**src/rtl/memctl_pkg.sv**
```systemverilog
package memctl_pkg;

  typedef enum logic [1:0] {
    CYC_NONSEQ   = 2'b00,
    CYC_SEQ      = 2'b01,
    CYC_INTERNAL = 2'b10,
    CYC_COPROC   = 2'b11
  } cycKind_e;

  // Strobes from control to datapath, valid for the current cycle.
  typedef struct packed {
    logic takeNew;   // accept a fresh (nonsequential) address this edge
    logic takeSeq;   // accept a sequential continuation this edge
    logic rdIssue;   // launch an SRAM read this edge
    logic wrCommit;  // commit a write this edge
  } ctlStrobes_t;

endpackage

```
**src/rtl/memctl_ctrl.sv**
```systemverilog
module memctl_ctrl
  import memctl_pkg::*;
#(
  parameter int WAIT_N = 1
) (
  input  logic        clk,
  input  logic        rstN,
  input  logic        cycNoReq,
  input  logic        cycSeq,
  input  logic        busWrite,
  output ctlStrobes_t stb,
  output logic        busWait
);

  localparam int WCW = (WAIT_N > 0) ? $clog2(WAIT_N + 1) : 1;
  localparam logic [WCW-1:0] WAIT_LOAD = WCW'(WAIT_N);

  cycKind_e       kind;
  logic           firstCyc;
  logic           dpValid;
  logic           dpWrite;
  logic [WCW-1:0] waitCnt;
  logic           accept;
  logic           isNew;
  logic           isAcc;

  assign kind = cycKind_e'({cycNoReq, cycSeq});

  always_comb begin
    busWait      = dpValid && (waitCnt != '0);
    accept       = !busWait;
    isNew        = firstCyc || (kind == CYC_NONSEQ);
    isAcc        = isNew || (kind == CYC_SEQ);
    stb.takeNew  = accept && isNew;
    stb.takeSeq  = accept && !firstCyc && (kind == CYC_SEQ);
    stb.rdIssue  = accept && isAcc && !busWrite;
    stb.wrCommit = dpValid && dpWrite && (waitCnt == '0);
  end

  always_ff @(posedge clk or negedge rstN) begin
    if (!rstN) begin
      firstCyc <= 1'b1;
      dpValid  <= 1'b0;
      dpWrite  <= 1'b0;
      waitCnt  <= '0;
    end else if (accept) begin
      firstCyc <= 1'b0;
      dpValid  <= isAcc;
      dpWrite  <= busWrite;
      waitCnt  <= isNew ? WAIT_LOAD : '0;
    end else begin
      waitCnt  <= waitCnt - 1'b1;
    end
  end

  // Length of the current stall run, for the bound check.
  logic [3:0] waitRun;
  always_ff @(posedge clk or negedge rstN) begin
    if (!rstN)        waitRun <= '0;
    else if (busWait) waitRun <= waitRun + 1'b1;
    else              waitRun <= '0;
  end

  p_wait_after_new_r6: assert property (@(posedge clk) disable iff (!rstN)
    $rose(busWait) |-> $past(stb.takeNew));

  p_wait_bound_r6: assert property (@(posedge clk) disable iff (!rstN)
    busWait |-> (int'(waitRun) < WAIT_N));

  p_stall_quiet_r7: assert property (@(posedge clk) disable iff (!rstN)
    busWait |-> !(stb.rdIssue || stb.takeNew || stb.takeSeq || stb.wrCommit));

  p_idle_no_write_r2: assert property (@(posedge clk) disable iff (!rstN)
    (accept && !firstCyc && cycNoReq) |=> !stb.wrCommit);

  p_write_unstalled_r8: assert property (@(posedge clk) disable iff (!rstN)
    stb.wrCommit |-> !busWait);

endmodule

```
**src/rtl/memctl_datapath.sv**
```systemverilog
module memctl_datapath
  import memctl_pkg::*;
#(
  parameter int ADDR_W = 32,
  parameter int DATA_W = 32,
  parameter int MEM_AW = 10
) (
  input  logic              clk,
  input  logic              rstN,
  input  ctlStrobes_t       stb,
  input  logic [ADDR_W-1:0] busAddr,
  input  logic [DATA_W-1:0] busWdata,
  input  logic [DATA_W-1:0] memRdata,
  output logic [DATA_W-1:0] busRdata,
  output logic              memRdEn,
  output logic [MEM_AW-1:0] memRdAddr,
  output logic              memWe,
  output logic [MEM_AW-1:0] memWrAddr,
  output logic [DATA_W-1:0] memWdata
);

  localparam int LSB = $clog2(DATA_W / 8);
  localparam logic [ADDR_W-1:0] STEP       = ADDR_W'(DATA_W / 8);
  localparam logic [ADDR_W-1:0] ALIGN_MASK = ~(STEP - ADDR_W'(1));

  logic [ADDR_W-1:0] curAddr;
  logic [ADDR_W-1:0] nextAddr;
  logic              byHit;
  logic [DATA_W-1:0] byData;
  logic              sameWord;

  always_comb begin
    nextAddr = stb.takeNew ? (busAddr & ALIGN_MASK) : (curAddr + STEP);
    sameWord = (nextAddr[MEM_AW+LSB-1:LSB] == curAddr[MEM_AW+LSB-1:LSB]);
  end

  always_ff @(posedge clk or negedge rstN) begin
    if (!rstN) begin
      curAddr <= '0;
      byHit   <= 1'b0;
      byData  <= '0;
    end else begin
      if (stb.takeNew || stb.takeSeq) curAddr <= nextAddr;
      if (stb.rdIssue) begin
        byHit  <= stb.wrCommit && sameWord;
        byData <= busWdata;
      end
    end
  end

  assign memRdEn   = stb.rdIssue;
  assign memRdAddr = nextAddr[MEM_AW+LSB-1:LSB];
  assign memWe     = stb.wrCommit;
  assign memWrAddr = curAddr[MEM_AW+LSB-1:LSB];
  assign memWdata  = busWdata;
  assign busRdata  = byHit ? byData : memRdata;

  p_new_aligned_r3: assert property (@(posedge clk) disable iff (!rstN)
    stb.takeNew |=> (curAddr == ($past(busAddr) & ALIGN_MASK)));

  p_seq_step_r4: assert property (@(posedge clk) disable iff (!rstN)
    stb.takeSeq |=> (curAddr == $past(curAddr) + STEP));

  p_hold_addr_r7: assert property (@(posedge clk) disable iff (!rstN)
    !(stb.takeNew || stb.takeSeq) |=> $stable(curAddr));

endmodule

```
**src/rtl/bus_cycle_memctl.sv**
```systemverilog
module bus_cycle_memctl
  import memctl_pkg::*;
#(
  parameter int ADDR_W = 32,
  parameter int DATA_W = 32,
  parameter int MEM_AW = 10,
  parameter int WAIT_N = 1
) (
  input  logic              clk,
  input  logic              rstN,
  input  logic              cycNoReq,
  input  logic              cycSeq,
  input  logic [ADDR_W-1:0] busAddr,
  input  logic              busWrite,
  input  logic [DATA_W-1:0] busWdata,
  output logic [DATA_W-1:0] busRdata,
  output logic              busWait,
  output logic              memRdEn,
  output logic [MEM_AW-1:0] memRdAddr,
  input  logic [DATA_W-1:0] memRdata,
  output logic              memWe,
  output logic [MEM_AW-1:0] memWrAddr,
  output logic [DATA_W-1:0] memWdata
);

  ctlStrobes_t stb;

  memctl_ctrl #(.WAIT_N(WAIT_N)) ctrl_i (
    .clk      (clk),
    .rstN     (rstN),
    .cycNoReq (cycNoReq),
    .cycSeq   (cycSeq),
    .busWrite (busWrite),
    .stb      (stb),
    .busWait  (busWait)
  );

  memctl_datapath #(.ADDR_W(ADDR_W), .DATA_W(DATA_W), .MEM_AW(MEM_AW)) dp_i (
    .clk       (clk),
    .rstN      (rstN),
    .stb       (stb),
    .busAddr   (busAddr),
    .busWdata  (busWdata),
    .memRdata  (memRdata),
    .busRdata  (busRdata),
    .memRdEn   (memRdEn),
    .memRdAddr (memRdAddr),
    .memWe     (memWe),
    .memWrAddr (memWrAddr),
    .memWdata  (memWdata)
  );

  p_no_we_in_stall_r8: assert property (@(posedge clk) disable iff (!rstN)
    memWe |-> !busWait);

endmodule

```
**config.mk**
```make
export PLATFORM = sky130hd
export DESIGN_NAME = bus_cycle_memctl
export DESIGN_NICKNAME = d
export VERILOG_FILES = /design/src/rtl/memctl_pkg.sv /design/src/rtl/memctl_ctrl.sv /design/src/rtl/memctl_datapath.sv /design/src/rtl/bus_cycle_memctl.sv
export SDC_FILE = /design/constraint.sdc
export NUM_CORES = 1
export LEC_CHECK = 0
export BUFFER_PORTS_ARGS = -buffer_cell sky130_fd_sc_hd__buf_2
export CAP_MARGIN = 20
export CORE_MARGIN = 10
export CORE_UTILIZATION = 46
export CTS_CLUSTER_DIAMETER = 100
export DETAILED_ROUTE_END_ITERATION = 8
export PLACE_DENSITY = 0.91
export REMOVE_ABC_BUFFERS = 1
export SLEW_MARGIN = 20
export SYNTH_ARGS = -nofsm -noshare
export SYNTH_HDL_FRONTEND = slang
export SYNTH_HIERARCHICAL = 1
export SYNTH_SLANG_ARGS = --single-unit
```
**constraint.sdc**
```tcl
create_clock -name clk -period 6.3 [get_ports clk]
set_input_delay 1.89 -clock clk [delete_from_list [all_inputs] [get_ports clk]]
set_output_delay 1.89 -clock clk [all_outputs]
set_load 0.03 [all_outputs]
```
==> run summary <==
Counting flops and latches in the post-synthesis netlist gives 47. The largest buffer count on any clock path is 2. For the post-DP HPWL, the log shows 6.58 mm. The fraction of registers with async set or reset after synthesis came out at 1.00.

First-pass GRT wire length: 12.6 mm. The tools report the hold buffer count at CTS as 0. The tools report the count of warnings emitted by yosys as 6. STA classifies the critical path endpoint as a primary output.

The maximum frequency from static timing analysis came out at 193 MHz. STA classifies the critical path startpoint as an input pin. For this run, the number of standard cells in the final layout without fillers is 455. For the finished layout, the period the worst path requires is 5190 ps. Counting every sink on the clock net gives 47.

Counting tap cells, the placed design contains a total of 447 instances. Data on the critical path arrives at its endpoint at 3300 ps. The ratio of cells with drive above 1 in the final layout is 0.690, and the number of iterations in the first detailed-routing pass is 4. The core region is 6280 um^2. Post-synthesis cell type with the largest combined area: sky130_fd_sc_hd__dfrtp_1. Number of placement rows: 29. At the pin with the least slew margin, the transition time is 637 ps.

The logs give 2 for the deepest level of the CTS H-tree and 0 for the count of inserted antenna diode cells. The net count of the finished layout is 479. The tools report the post-synthesis cell type count as 36.

The largest driver fanout on the critical path came out at 25. In the post-synthesis netlist, the cell with the most instances is sky130_fd_sc_hd__mux2_2. Across all layers, the routed design uses 2,261 vias.

A synthesized cell averages 11.7 um^2. The total grt overflow came out at 0. The register area share after synthesis is 0.400. The tool flagged a number of max-cap violations equal to 0.

For the overall track demand over capacity in global routing, the log shows 0.152. The mapped netlist covers 2940 um^2. Before CTS, the worst setup slack after placement is 1130 ps. After synthesis, the most frequently instantiated cells are 74 x sky130_fd_sc_hd__mux2_2, 46 x sky130_fd_sc_hd__dfrtp_1, 34 x sky130_fd_sc_hd__buf_4, 13 x sky130_fd_sc_hd__xnor2_1, 11 x sky130_fd_sc_hd__xor2_1.

Routed length per instance: 17.8 um. The clock tree root buffer cell is sky130_fd_sc_hd__clkbuf_8. Setup repair after global routing left no endpoint under its margin. The die covers 10,000 um^2. The fraction of synthesized cell area taken by the top area cell type was 0.391; the utilization of the core after routing was 0.581. Entering global routing, the biggest net connects 48 pins.

After detailed routing, the number of remaining DRC violations is 0. After layout, the worst setup slack is 1110 ps. In this run, post-CTS repair resized a total of 0 instances.

Part of the cycle the worst path needs: 0.823. IR analysis of the VDD net gives a maximum drop of 0.322 mV. The number of synthesized flops with an enable pin is 0. The run gives 0.469 as the starting utilization of the core area.

TritonCTS built the clock tree. The dominant register cell in the synthesized netlist is sky130_fd_sc_hd__dfrtp_1. The worst-case headroom to the max-slew limit is 0.574, and the die boundary height is 100 um. The initial antenna violation count was 0. Clock-pin slew was measured on the worst setup and hold paths at 80 ps. The run gives 0 as the remaining number of nets flagged by the antenna check after routing. Between clock sinks in the finished design, the worst skew comes to 5.94 ps. At the worst endpoint, the required time is 4410 ps. Total count of hold-check failures in the final report: 0. The run finished with clean final reports.

From synthesis to final layout, the design area changed by 24.0%. Clock latency on the worst-skew pair, taken at its later pin, is 290 ps. Port buffer count: 165. Dividing total power by cell area gives a power density of 281 nW/um^2. For this design the top-level I/O count stands at 188.

The number of clock buffers added by TritonCTS is 5. For the final weighted congestion of routability-driven global placement, the log shows 0.829. The setup violation total in the final timing report was 0; the wire length reported by the detailed router was 8.08 mm. The logs give 0 for the max-slew violation count and 65 for the number of violations reported at the end of detailed-routing iteration 0.

The min-delay analysis places its worst path in the category flip-flop to flip-flop. The width of the chip is 100 um, and the via count of the first global-routing pass is 2,471. For the synthesized instance count, the log shows 252. For the total leakage power, the log shows 1.75 nW. Ranked by total cell area, the synthesized netlist is headed by sky130_fd_sc_hd__dfrtp_1 39%, sky130_fd_sc_hd__mux2_2 28%, sky130_fd_sc_hd__buf_4 8.7%. Post-CTS timing repair inserted 0 buffers for setup. Dividing the detail-routed via count by the number of cells gives 4.97.

The critical path in this run is classified as input pin to primary output.
-- cells in the final DEF (no fill, tap or decap), drive strengths merged, types with 2 or more instances in the layout --
cell,n
buf,168
a21oi,2
xnor2,13
and2,3
inv,5
dfrtp,46
mux2i,5
and3,3
clkbuf,6
mux2,75
nor2,3
o21ai,6
xor2,11
nand3,6
nand4,3
nand2,7
-- critical path, stage by stage --
cell and delay, ps:
sky130_fd_sc_hd__buf_2 140, sky130_fd_sc_hd__or2_1 260, sky130_fd_sc_hd__a21oi_2 140, sky130_fd_sc_hd__buf_4 310, sky130_fd_sc_hd__mux2i_1 300, sky130_fd_sc_hd__inv_1 80, sky130_fd_sc_hd__buf_2 180
-- stage by stage --
step	TNS, ps	hold slack (ps)	area (um^2)	power [W]
after detailed placement	0	492	3560	0.000861
after floorplan	-616	475	2600	0.000688
after CTS	0	512	3650	0.00104
after global routing	0	526	3650	0.00109
after global placement	0	483	3560	0.000843
final	0	509	3650	0.00102
-- layer usage --
layer	GRT usage	up-vias	routed length [um]
met5	0	-	0
met4	0.0402	0	97
met3	0.0591	7	756
met2	0.281	89	4250
met1	0.156	1088	2970
li1	-	1077	-
-- state kept, by name, indices dropped and copies added, names as in the netlist --
name and cells:
dp_i/byData 32, ctrl_i/dpWrite 1, dp_i/curAddr 10, dp_i/byHit 1, ctrl_i/waitCnt 1, ctrl_i/firstCyc 1, ctrl_i/dpValid 1
-- area by class of cell --
type | count | area (um^2)
Timing Repair Buffer | 168 | 851
Clock buffer | 6 | 72.6
Tap cell | 77 | 96.3
Fill cell | 536 | 2630
Sequential cell | 47 | 1180
Inverter | 5 | 18.8
Multi-Input combinational cell | 150 | 1420
Clock inverter | 2 | 12.5
-- kinds of logic (layout without fill, tap and decap cells) --
kind of cell | count (synthesis) | in the layout | share of synthesized area
muxes | 80 | 80 | 0.305
buffers and inverters | 55 | 181 | 0.123
DFF | 47 | 47 | 0.400
and+or+nand+nor | 34 | 34 | 0.0714
xor gates and xnor gates | 24 | 24 | 0.0714
AOI/OAI and AO/OA | 11 | 11 | 0.0251
adders and majority gates | 1 | 1 | 0.00425
-- power by group --
| part | internal, W | switching [W] |
|---|---|---|
| combinational | 0.000168 | 0.000258 |
| clock | 0.0000776 | 0.0000972 |
| sequential | 0.000359 | 0.0000649 |
| total | 0.000604 | 0.000421 |
-- worst paths after layout --
check                                            start                          end  slack, ps  cells after the start
setup reg to reg           ctrl_i/firstCyc$_DFFE_PN1N_       dp_i/byHit$_DFFE_PN0P_       4160                      6
hold reg to reg             dp_i/byData[9]$_DFFE_PN0P_   dp_i/byData[9]$_DFFE_PN0P_        510                      1
hold / removal              dp_i/byData[9]$_DFFE_PN0P_   dp_i/byData[9]$_DFFE_PN0P_        510                      1
min in group asynchronous                         rstN  dp_i/curAddr[8]$_DFFE_PN0P_       1590                      1
max in group asynchronous                         rstN   dp_i/byData[7]$_DFFE_PN0P_       4290                      1
setup / recovery                              cycNoReq                 memRdAddr[1]       1110                      7
Power figures use the tool's default switching activity.
